## src/rtl/dit_pkg.sv

```systemverilog
package dit_pkg;
  localparam int unsigned DIT_NUM_TMR = 2;

  typedef struct packed {
    logic load;
    logic start;
    logic halt;
  } tmr_cmd_t;
endpackage

```

## src/rtl/dit_tclk_sync.sv

```systemverilog
module dit_tclk_sync #(
  parameter int unsigned STAGES = 2
) (
  input  logic clk,
  input  logic rst_n,
  input  logic tclk_async,
  output logic tclk_fall
);
  logic [STAGES-1:0] sync_q;
  logic              last_q;

  always_ff @(posedge clk) begin
    if (!rst_n) begin
      sync_q <= '0;
      last_q <= 1'b0;
    end else begin
      sync_q <= {sync_q[STAGES-2:0], tclk_async};
      last_q <= sync_q[STAGES-1];
    end
  end

  assign tclk_fall = last_q & ~sync_q[STAGES-1];

  assert_fall_isolated_R2: assert property (@(posedge clk) disable iff (!rst_n)
    tclk_fall |=> !tclk_fall);
endmodule

```

## src/rtl/dit_tick_qual.sv

```systemverilog
module dit_tick_qual #(
  parameter int unsigned QUAL_DEPTH = 2
) (
  input  logic clk,
  input  logic rst_n,
  input  logic strobe,
  input  logic tclk_fall,
  output logic tick
);
  localparam int unsigned SW = QUAL_DEPTH - 1;

  logic          strobe_q;
  logic          seen_q;
  logic [SW-1:0] stage_q;
  logic          sfall;
  logic          capture;

  assign sfall   = strobe_q & ~strobe;
  assign capture = seen_q | tclk_fall;

  always_ff @(posedge clk) begin
    if (!rst_n) begin
      strobe_q <= 1'b0;
      seen_q   <= 1'b0;
    end else begin
      strobe_q <= strobe;
      seen_q   <= sfall ? 1'b0 : capture;
    end
  end

  generate
    if (QUAL_DEPTH == 2) begin : g_one_stage
      always_ff @(posedge clk) begin
        if (!rst_n)     stage_q <= '0;
        else if (sfall) stage_q <= capture;
      end
    end else begin : g_multi_stage
      always_ff @(posedge clk) begin
        if (!rst_n)     stage_q <= '0;
        else if (sfall) stage_q <= {stage_q[SW-2:0], capture};
      end
    end
  endgenerate

  assign tick = sfall & stage_q[SW-1];

  assert_tick_spacing_R2: assert property (@(posedge clk) disable iff (!rst_n)
    tick |=> !tick);
  assert_tick_needs_strobe_R2: assert property (@(posedge clk) disable iff (!rst_n)
    tick |-> $fell(strobe));
endmodule

```

## src/rtl/dit_timer_chan.sv

```systemverilog
module dit_timer_chan
  import dit_pkg::*;
#(
  parameter int unsigned CNT_W = 16,
  parameter int unsigned DIV   = 1
) (
  input  logic             clk,
  input  logic             rst_n,
  input  logic             freeze,
  input  logic             stall,
  input  logic             tick,
  input  tmr_cmd_t         cmd,
  input  logic [CNT_W-1:0] ld_val,
  output logic [CNT_W-1:0] cnt,
  output logic             ovf
);
  localparam int unsigned PW = (DIV > 1) ? $clog2(DIV) : 1;

  logic [CNT_W-1:0] cnt_q;
  logic             run_q;
  logic             ovf_q;
  logic             adv;
  logic             step;

  assign adv = run_q & tick & ~stall;

  generate
    if (DIV > 1) begin : g_presc
      logic [PW-1:0] presc_q;
      logic          at_last;
      assign at_last = (presc_q == PW'(DIV - 1));
      assign step    = adv & at_last;
      always_ff @(posedge clk) begin
        if (!rst_n) begin
          presc_q <= '0;
        end else if (!freeze) begin
          if (cmd.load)   presc_q <= '0;
          else if (adv)   presc_q <= at_last ? '0 : presc_q + PW'(1);
        end
      end
      assert_presc_frozen_R8: assert property (@(posedge clk) disable iff (!rst_n)
        freeze |=> $stable(presc_q));
      assert_presc_stalled_R9: assert property (@(posedge clk) disable iff (!rst_n)
        (stall && !cmd.load) |=> $stable(presc_q));
    end else begin : g_direct
      assign step = adv;
    end
  endgenerate

  always_ff @(posedge clk) begin
    if (!rst_n) begin
      cnt_q <= '0;
      run_q <= 1'b0;
      ovf_q <= 1'b0;
    end else begin
      ovf_q <= 1'b0;
      if (!freeze) begin
        if (cmd.halt)       run_q <= 1'b0;
        else if (cmd.start) run_q <= 1'b1;
        if (cmd.load) begin
          cnt_q <= ld_val;
        end else if (step) begin
          cnt_q <= cnt_q + CNT_W'(1);
          ovf_q <= &cnt_q;
        end
      end
    end
  end

  assign cnt = cnt_q;
  assign ovf = ovf_q;

  assert_freeze_holds_R8: assert property (@(posedge clk) disable iff (!rst_n)
    freeze |=> ($stable(cnt_q) && $stable(run_q)));
  assert_single_step_R3: assert property (@(posedge clk) disable iff (!rst_n)
    (!freeze && !cmd.load) |=> (CNT_W'(cnt_q - $past(cnt_q)) <= CNT_W'(1)));
  assert_ovf_at_zero_R5: assert property (@(posedge clk) disable iff (!rst_n)
    ovf_q |-> (cnt_q == '0));
  assert_ovf_one_cycle_R5: assert property (@(posedge clk) disable iff (!rst_n)
    ovf_q |=> !ovf_q);
  assert_load_value_R6: assert property (@(posedge clk) disable iff (!rst_n)
    (cmd.load && !freeze) |=> (cnt_q == $past(ld_val)));
  assert_halt_wins_R7: assert property (@(posedge clk) disable iff (!rst_n)
    (cmd.halt && !freeze) |=> !run_q);
  assert_halted_holds_R7: assert property (@(posedge clk) disable iff (!rst_n)
    (!run_q && !cmd.load) |=> $stable(cnt_q));
  assert_stall_holds_R9: assert property (@(posedge clk) disable iff (!rst_n)
    (stall && !cmd.load) |=> $stable(cnt_q));
endmodule

```

## src/rtl/dual_interval_timer.sv

```systemverilog
module dual_interval_timer
  import dit_pkg::*;
#(
  parameter int unsigned CNT_W      = 16,
  parameter int unsigned A_DIV      = 1,
  parameter int unsigned B_DIV      = 10,
  parameter int unsigned SYNC_STG   = 2,
  parameter int unsigned QUAL_DEPTH = 2
) (
  input  logic             clk,
  input  logic             rst_n,
  input  logic             tclk_in,
  input  logic             cyc_strobe,
  input  logic             susp_n,
  input  logic             bkpt_hold,
  input  logic             halt_on_bkpt,
  input  logic [CNT_W-1:0] ld_val,
  input  logic             ld_a,
  input  logic             start_a,
  input  logic             halt_a,
  input  logic             ld_b,
  input  logic             start_b,
  input  logic             halt_b,
  output logic [CNT_W-1:0] cnt_a,
  output logic [CNT_W-1:0] cnt_b,
  output logic             ovf_a,
  output logic             ovf_b
);
  logic             tclk_fall;
  logic             tick;
  logic             freeze;
  logic             stall;
  tmr_cmd_t         cmd   [DIT_NUM_TMR];
  logic [CNT_W-1:0] cnt_v [DIT_NUM_TMR];
  logic             ovf_v [DIT_NUM_TMR];

  assign freeze = ~susp_n;
  assign stall  = bkpt_hold & halt_on_bkpt;
  assign cmd[0] = {ld_a, start_a, halt_a};
  assign cmd[1] = {ld_b, start_b, halt_b};

  dit_tclk_sync #(.STAGES(SYNC_STG)) u_sync (
    .clk        (clk),
    .rst_n      (rst_n),
    .tclk_async (tclk_in),
    .tclk_fall  (tclk_fall)
  );

  dit_tick_qual #(.QUAL_DEPTH(QUAL_DEPTH)) u_qual (
    .clk       (clk),
    .rst_n     (rst_n),
    .strobe    (cyc_strobe),
    .tclk_fall (tclk_fall),
    .tick      (tick)
  );

  generate
    for (genvar gi = 0; gi < DIT_NUM_TMR; gi++) begin : g_tmr
      dit_timer_chan #(
        .CNT_W (CNT_W),
        .DIV   ((gi == 0) ? A_DIV : B_DIV)
      ) u_chan (
        .clk    (clk),
        .rst_n  (rst_n),
        .freeze (freeze),
        .stall  (stall),
        .tick   (tick),
        .cmd    (cmd[gi]),
        .ld_val (ld_val),
        .cnt    (cnt_v[gi]),
        .ovf    (ovf_v[gi])
      );
    end
  endgenerate

  assign cnt_a = cnt_v[0];
  assign cnt_b = cnt_v[1];
  assign ovf_a = ovf_v[0];
  assign ovf_b = ovf_v[1];

  assert_no_pulse_when_frozen_R8: assert property (@(posedge clk) disable iff (!rst_n)
    freeze |=> (!ovf_a && !ovf_b));
endmodule

```

## config.mk

```make
export PLATFORM = sky130hd
export DESIGN_NAME = dual_interval_timer
export DESIGN_NICKNAME = d
export VERILOG_FILES = /design/src/rtl/dit_pkg.sv /design/src/rtl/dit_tclk_sync.sv /design/src/rtl/dit_tick_qual.sv /design/src/rtl/dit_timer_chan.sv /design/src/rtl/dual_interval_timer.sv
export SDC_FILE = /design/constraint.sdc
export NUM_CORES = 1
export LEC_CHECK = 0
export BUFFER_PORTS_ARGS = -buffer_cell sky130_fd_sc_hd__clkbuf_2
export CAP_MARGIN = 25
export CORE_ASPECT_RATIO = 1.25
export CORE_UTILIZATION = 53
export DETAILED_ROUTE_END_ITERATION = 16
export PLACE_DENSITY = 0.79
export SLEW_MARGIN = 20
export SYNTH_ARGS = -nofsm -noshare
export SYNTH_HDL_FRONTEND = slang
export SYNTH_SLANG_ARGS = --single-unit
```

## constraint.sdc

```tcl
create_clock -name clk -period 1.9 [get_ports clk]
set_input_delay 0.38 -clock clk [delete_from_list [all_inputs] [get_ports clk]]
set_output_delay 0.38 -clock clk [all_outputs]
set_load 0.1 [all_outputs]
```

Yosys cells after proc, flatten, opt, wreduce, memory -nomap -nowiden:

Cells that the tools add are included.

* bits of input ports: 29
* register bits after elaboration: 46
* word-level logic and storage cells: 59
* output and inout port bits: 34

* bitwise gates (word level): 17
* eq/ne operators: 1
* multiplexer cells: 11
* add/subtract/negate cells: 3
* reductions and logical operators: 15

Operators by type and width (number)
* 16-bit 2-to-1 mux: 4
* 16-bit by 1-bit adder with 16-bit output, second input constant: 2
* 16-bit AND reduction: 2
* 4-bit 2-to-1 mux: 3
* 2-bit AND reduction: 5
* 2-bit nonzero test: 5
* 1-bit AND: 9
* 4-bit OR reduction: 2
* 1-bit inverter: 7
* 4-bit by 1-bit adder with 4-bit output, second input constant: 1
* 4-bit == test, second input constant: 1
* 1-bit 2-to-1 mux: 4
* 2-bit OR reduction: 1
* 1-bit OR: 1

Depth between registers and ports, before layout:

* word-level depth: 8
* mapped depth: 8
* depth with buffers taken out: 7

By module:

Synthesis repeated with hierarchy kept, for this count alone.

* cells, all modules: 333
* area total of the unflattened synthesis: 2740.1 µm²

By module, submodules not included
* dit_timer_chan at g_tmr[1].u_chan: cells an instance 167, area each 1370.1 µm², times used 1, sequential area each 440.4 µm²
* dit_timer_chan at g_tmr[0].u_chan: cells an instance 147, area each 1159.9 µm², times used 1, sequential area each 360.3 µm²
* dit_tick_qual: cells an instance 10, area each 111.4 µm², times used 1, sequential area each 60.1 µm²
* dit_tclk_sync: cells an instance 7, area each 88.8 µm², times used 1, sequential area each 60.1 µm²
* dual_interval_timer: cells an instance 2, area each 10.0 µm², times used 1, sequential area each 0.0 µm²

Worst setup path after synthesis:

No wires, ideal clock.

* kind: register to register
* start point: reg g_tmr[0].u_chan.cnt_q[1]
* end point: reg g_tmr[0].u_chan.cnt_q[14]
* stages on the path, launching flop included: 7
* data required time: 1.782 ns
* buffers on the path: 0
* library setup time: 0.118 ns
* setup slack: -0.568 ns
* clock period less this slack: 2.468 ns
* arrival: 2.351 ns
* cells stage by stage: dfxtp_1 ha_1 nand4_1 nor2_1 nand4_1 a22o_1 a22o_1

* longest elaborated chain between the ends: 3

RTL lines
* from (decl): RTL line dit_timer_chan.sv:19 `logic [CNT_W-1:0] cnt_q;`
* from (signal assigned): RTL line dit_timer_chan.sv:61 `cnt_q <= ld_val;`
* from (signal assigned): RTL line dit_timer_chan.sv:63 `cnt_q <= cnt_q + CNT_W'(1);`
* 16-bit by 1-bit adder with 16-bit output: RTL line dit_timer_chan.sv:63
* 16-bit 2-to-1 mux: RTL line dit_timer_chan.sv:62 `end else if (step) begin`
* 16-bit 2-to-1 mux: RTL line dit_timer_chan.sv:60 `if (cmd.load) begin`

No other way between the ends. The select of a mux whose other input is x is not followed.
A chain may end at the register's enable or synchronous reset.

Worst setup path after layout:

* start point: reg g_tmr[1].u_chan.g_presc.presc_q[1]
* end point: reg g_tmr[1].u_chan.g_presc.presc_q[3]

* longest elaborated chain between the ends: 4
* elaborated cells between the ends (all ways): 5
* classes of those cells: add/sub (1); eq/ne (1); mux (3)

RTL lines
* from (decl): RTL line dit_timer_chan.sv:29 `logic [PW-1:0] presc_q;`
* from (signal assigned): RTL line dit_timer_chan.sv:38 `else if (adv) presc_q <= at_last ? '0 : presc_q + PW'(1);`
* 4-bit by 1-bit adder with 4-bit output or 4-bit == test (tied branches): RTL line dit_timer_chan.sv:38, dit_timer_chan.sv:31
* 4-bit 2-to-1 mux * (2 in series): RTL line dit_timer_chan.sv:38
* 4-bit 2-to-1 mux *: RTL line dit_timer_chan.sv:37 `if (cmd.load) presc_q <= '0;`

Mark *: on every way between the ends. The rest lies on a longest branch, timed or not. The select of a mux whose other input is x is not followed.

==> results.md <==
* Status: finished, final reports clean
* Total GRT Usage at 28.8%
* Hold WC Path Type: in -> reg
* CP most frequent cell: nand2_1
* DRT Wirelength at between 7000 and 8000 um
* Max_cap viols at 0
* Initial antenna violation count at 0
* Syn avg cell area at around 8 um2
* Vias at 2793
* CP peak stage delay at about 510 ps
* Finished Layout Cells at ~450
* Clock period minus worst slack at approximately 1800 ps
* Synth top area share at 35.3%
* Diodes inserted at 0
* Worst-case clock buffer depth at 2
* Critical path arrival at ~2100 ps
* Fin Setup TNS at 0 ps
* CTS H-tree lvls at 2
* Synthesized area at about 2600 um2
* Combinational share of power at between 20% and 30%
* Final Max Tran Viols at 0
* Fillers at 441
* Crit path cell chain: inv_1 -> ha_1 -> and4b_1 -> a31oi_4 -> nand2_1 -> or4_1 -> nand2_1
* DP Worst Slack at roughly 86 ps
* Initial drt markers at approximately 250
* Dpl cells at 446
* CP required at about 2200 ps
* Overflow after GRT at 0
* Synth Net Count at 358
* Most frequent cell after synthesis: dfxtp_1
* Critical path buffers and inverters at 1
* EDFF count, synth at 0
* Cell Rows at 28
* Final worst slack at 86.9 ps
* Int Power at around 1.4 mW
* Setup crit start kind: flip-flop
* Period utilization at 95.4%
* CTS tree: done
* Pleak at between 1 and 1.5 nW
* Clk pin slew, worst setup/hold paths at roughly 90 ps
* Switch Pwr at 0.759 mW
* Delay-heaviest family, CP: simple AND/OR/NAND/NOR gates
* CP Class: reg -> reg
* DIE WIDTH at 64.8 um
* Primary FF master, synth: dfxtp_1
* Skew-Pair Late Insertion Delay at approximately 300 ps
* Setup Fix Bufs, Post-CTS at 0
* First-pass GRT wire length at about 12000 um
* Setup Viol. Count Final at 0
* Switching part of the total power at 35.4%
* Ports at 63
* Peak Freq at about 550 MHz
* Slew @ Worst Pin at ~550 ps
* Leading area contributor after synthesis: dfxtp_1
* Full die area at 5210 um2
* Layout area overhead at 21.4%
* # port buffers at between 60 and 70
* Routed Antenna Nets at 0
* Vias in the first global route at between 2000 and 2500
* Cell area power density at around 680 nW/um2
* Hold Buf Count CTS at 0
* CTS Root Cell: clkbuf_8
* Total iterations of the first detailed-routing run at 4
* Core area at 4730 um2
* Cell variety after synth at 66
* Critical Path End Type: flip-flop
* Synthesized flop and latch total at 46
* Chip Height at 80.4 um
* Register share of total power at just under 50%
* Hold Fails Final Rpt at 0
* Routability Congestion at approximately 0.91
* # clock sinks at 46
* Share of layout cells above drive strength 1 at a little under a third
* Final core utilization at approximately 67%
* Cts bufs inserted at 5
* FFs w/ async S/R, synth at 0%
* Final net count at about 430
* Initial Util at a little under three fifths
* DPL Wire Length at roughly 5400 um
* Drt drc at 0
* Sequential area share after synthesis at about a third
* Slew margin rel. at 63.7%
* RSZ-0062 raised after global routing: false
* Critical path peak fanout at 6
* Gate Count Post-Synth at ~330
* Clock power frac at between 20% and 30%
* Peak VDD IR at 519 uV
* CP max-delay cell: or4_1
* Commonest cells post-synth: dfxtp_1, nand2_1, nor2_1, a21oi_1, o21ai_0
* Largest net degree at the start of global routing at 23
* Synth top area cells: dfxtp_1, a21oi_1, nand2_1, nor2_1, o21ai_0
* Worst Hold Margin at about 260 ps
* Vias per cell at roughly 6.2
* Avg WL per Cell at approximately 16 um
* Clock skew at 7.44 ps
* Yosys warns at 0
## state kept, by name, summed over array words and instances (netlist names)
register                      cells
g_tmr.u_chan.cnt                 32
u_qual.strobe_q                   1
g_tmr.u_chan.g_presc.presc_q      4
g_tmr.u_chan.run_q                2
u_sync.last_q                     1
g_tmr.u_chan.ovf                  2
u_qual.stage_q                    1
u_qual.seen_q                     1
u_sync.sync_q                     2
## final cells by class
type	count	area [um2]	area share, %
Clock buffer	6	72.6	2.29
Sequential cell	46	973	30.7
Multi-Input combinational cell	252	1550	49.1
Clock inverter	2	13.8	0.434
Tap cell	60	75.1	2.37
Timing Repair Buffer	81	453	14.3
Inverter	7	26.3	0.829
## kinds of logic (layout without fill, tap and decap cells)
family | Yosys count | after routing | share of synthesized area (%)
and+or+nand+nor | 134 | 134 | 27.6
AOI/OAI and AO/OA | 108 | 108 | 27.8
DFF | 46 | 46 | 35.3
buffers and inverters | 27 | 96 | 5.13
adders and majority gates | 4 | 4 | 1.92
muxes | 4 | 4 | 1.58
xor gates and xnor gates | 2 | 2 | 0.672
## per-layer routing
layer / routed length [um] / vias to the layer above / part of all wire [%] / track usage [%]
li1: - / 1367 / - / -
met4: 120 / 0 / 1.7 / 11.1
met3: 350 / 9 / 4.9 / 3.69
met2: 3550 / 103 / 49 / 48.9
met5: 0 / - / 0 / 0
met1: 3160 / 1314 / 44 / 36.4
## power groups by stage
| stage | Combinational (mW) | Clock (mW) | Sequential (mW) |
|---|---|---|---|
| 2_1_floorplan | 0.165 | 0 | 1.26 |
| 3_3_place_gp | 0.469 | 0 | 1.07 |
| 3_5_place_dp | 0.475 | 0 | 1.07 |
| 4_1_cts | 0.477 | 0.619 | 1.05 |
| 5_1_grt | 0.507 | 0.667 | 1.05 |
| 6_report | 0.478 | 0.617 | 1.05 |
## stage by stage
stage | total power [mW] | cell area [um2]
floorplan | 1.42 | 2660
global placement | 1.54 | 3080
detailed placement | 1.54 | 3080
CTS | 2.14 | 3170
global route | 2.23 | 3170
finish | 2.14 | 3170
## path summary, 6_finish.rpt
kind	cells past startpoint	from	end	slack, ps
setup reg to reg	7	g_tmr[1].u_chan.g_presc.presc_q[1]	g_tmr[1].u_chan.g_presc.presc_q[3]	90
hold / removal	2	halt_b	g_tmr[1].u_chan.run_q	260
setup / recovery	7	g_tmr[1].u_chan.g_presc.presc_q[1]	g_tmr[1].u_chan.g_presc.presc_q[3]	90
hold reg to reg	1	u_sync.sync_q[0]	u_sync.sync_q[1]	440
## timing repair
item                       CTS  global route
setup endpoints to repair    0             1
hold endpoints to repair     0             0
resized for setup            0             1
## worst register-to-register path, cell delays in order (launching register included)
cell and delay (ps):
dfxtp_2 360, inv_1 40, ha_1 170, and4b_1 210, a31oi_4 250, nand2_1 120, or4_1 510, nand2_1 90
## placed cells by master (no fill, tap or decap), types with 3 or more instances in the layout
master    instances
a211oi_1          5
a21oi_1          28
a22o_1            5
a22oi_1           4
a31oi_1           6
a32o_1            4
and2_1            8
buf_4            19
clkbuf_2         62
clkbuf_8          5
dfxtp_1          20
dfxtp_2          18
dfxtp_4           8
ha_1              4
inv_1             5
mux2i_1           3
nand2_1          31
nand2b_1          4
nand3_1          15
nand4_1          10
nor2_1           31
nor3_1            7
nor4_1            3
o211ai_1          6
o21ai_0          23
o31ai_1           6
or4_1             3
(Power assumes the default switching activity.)
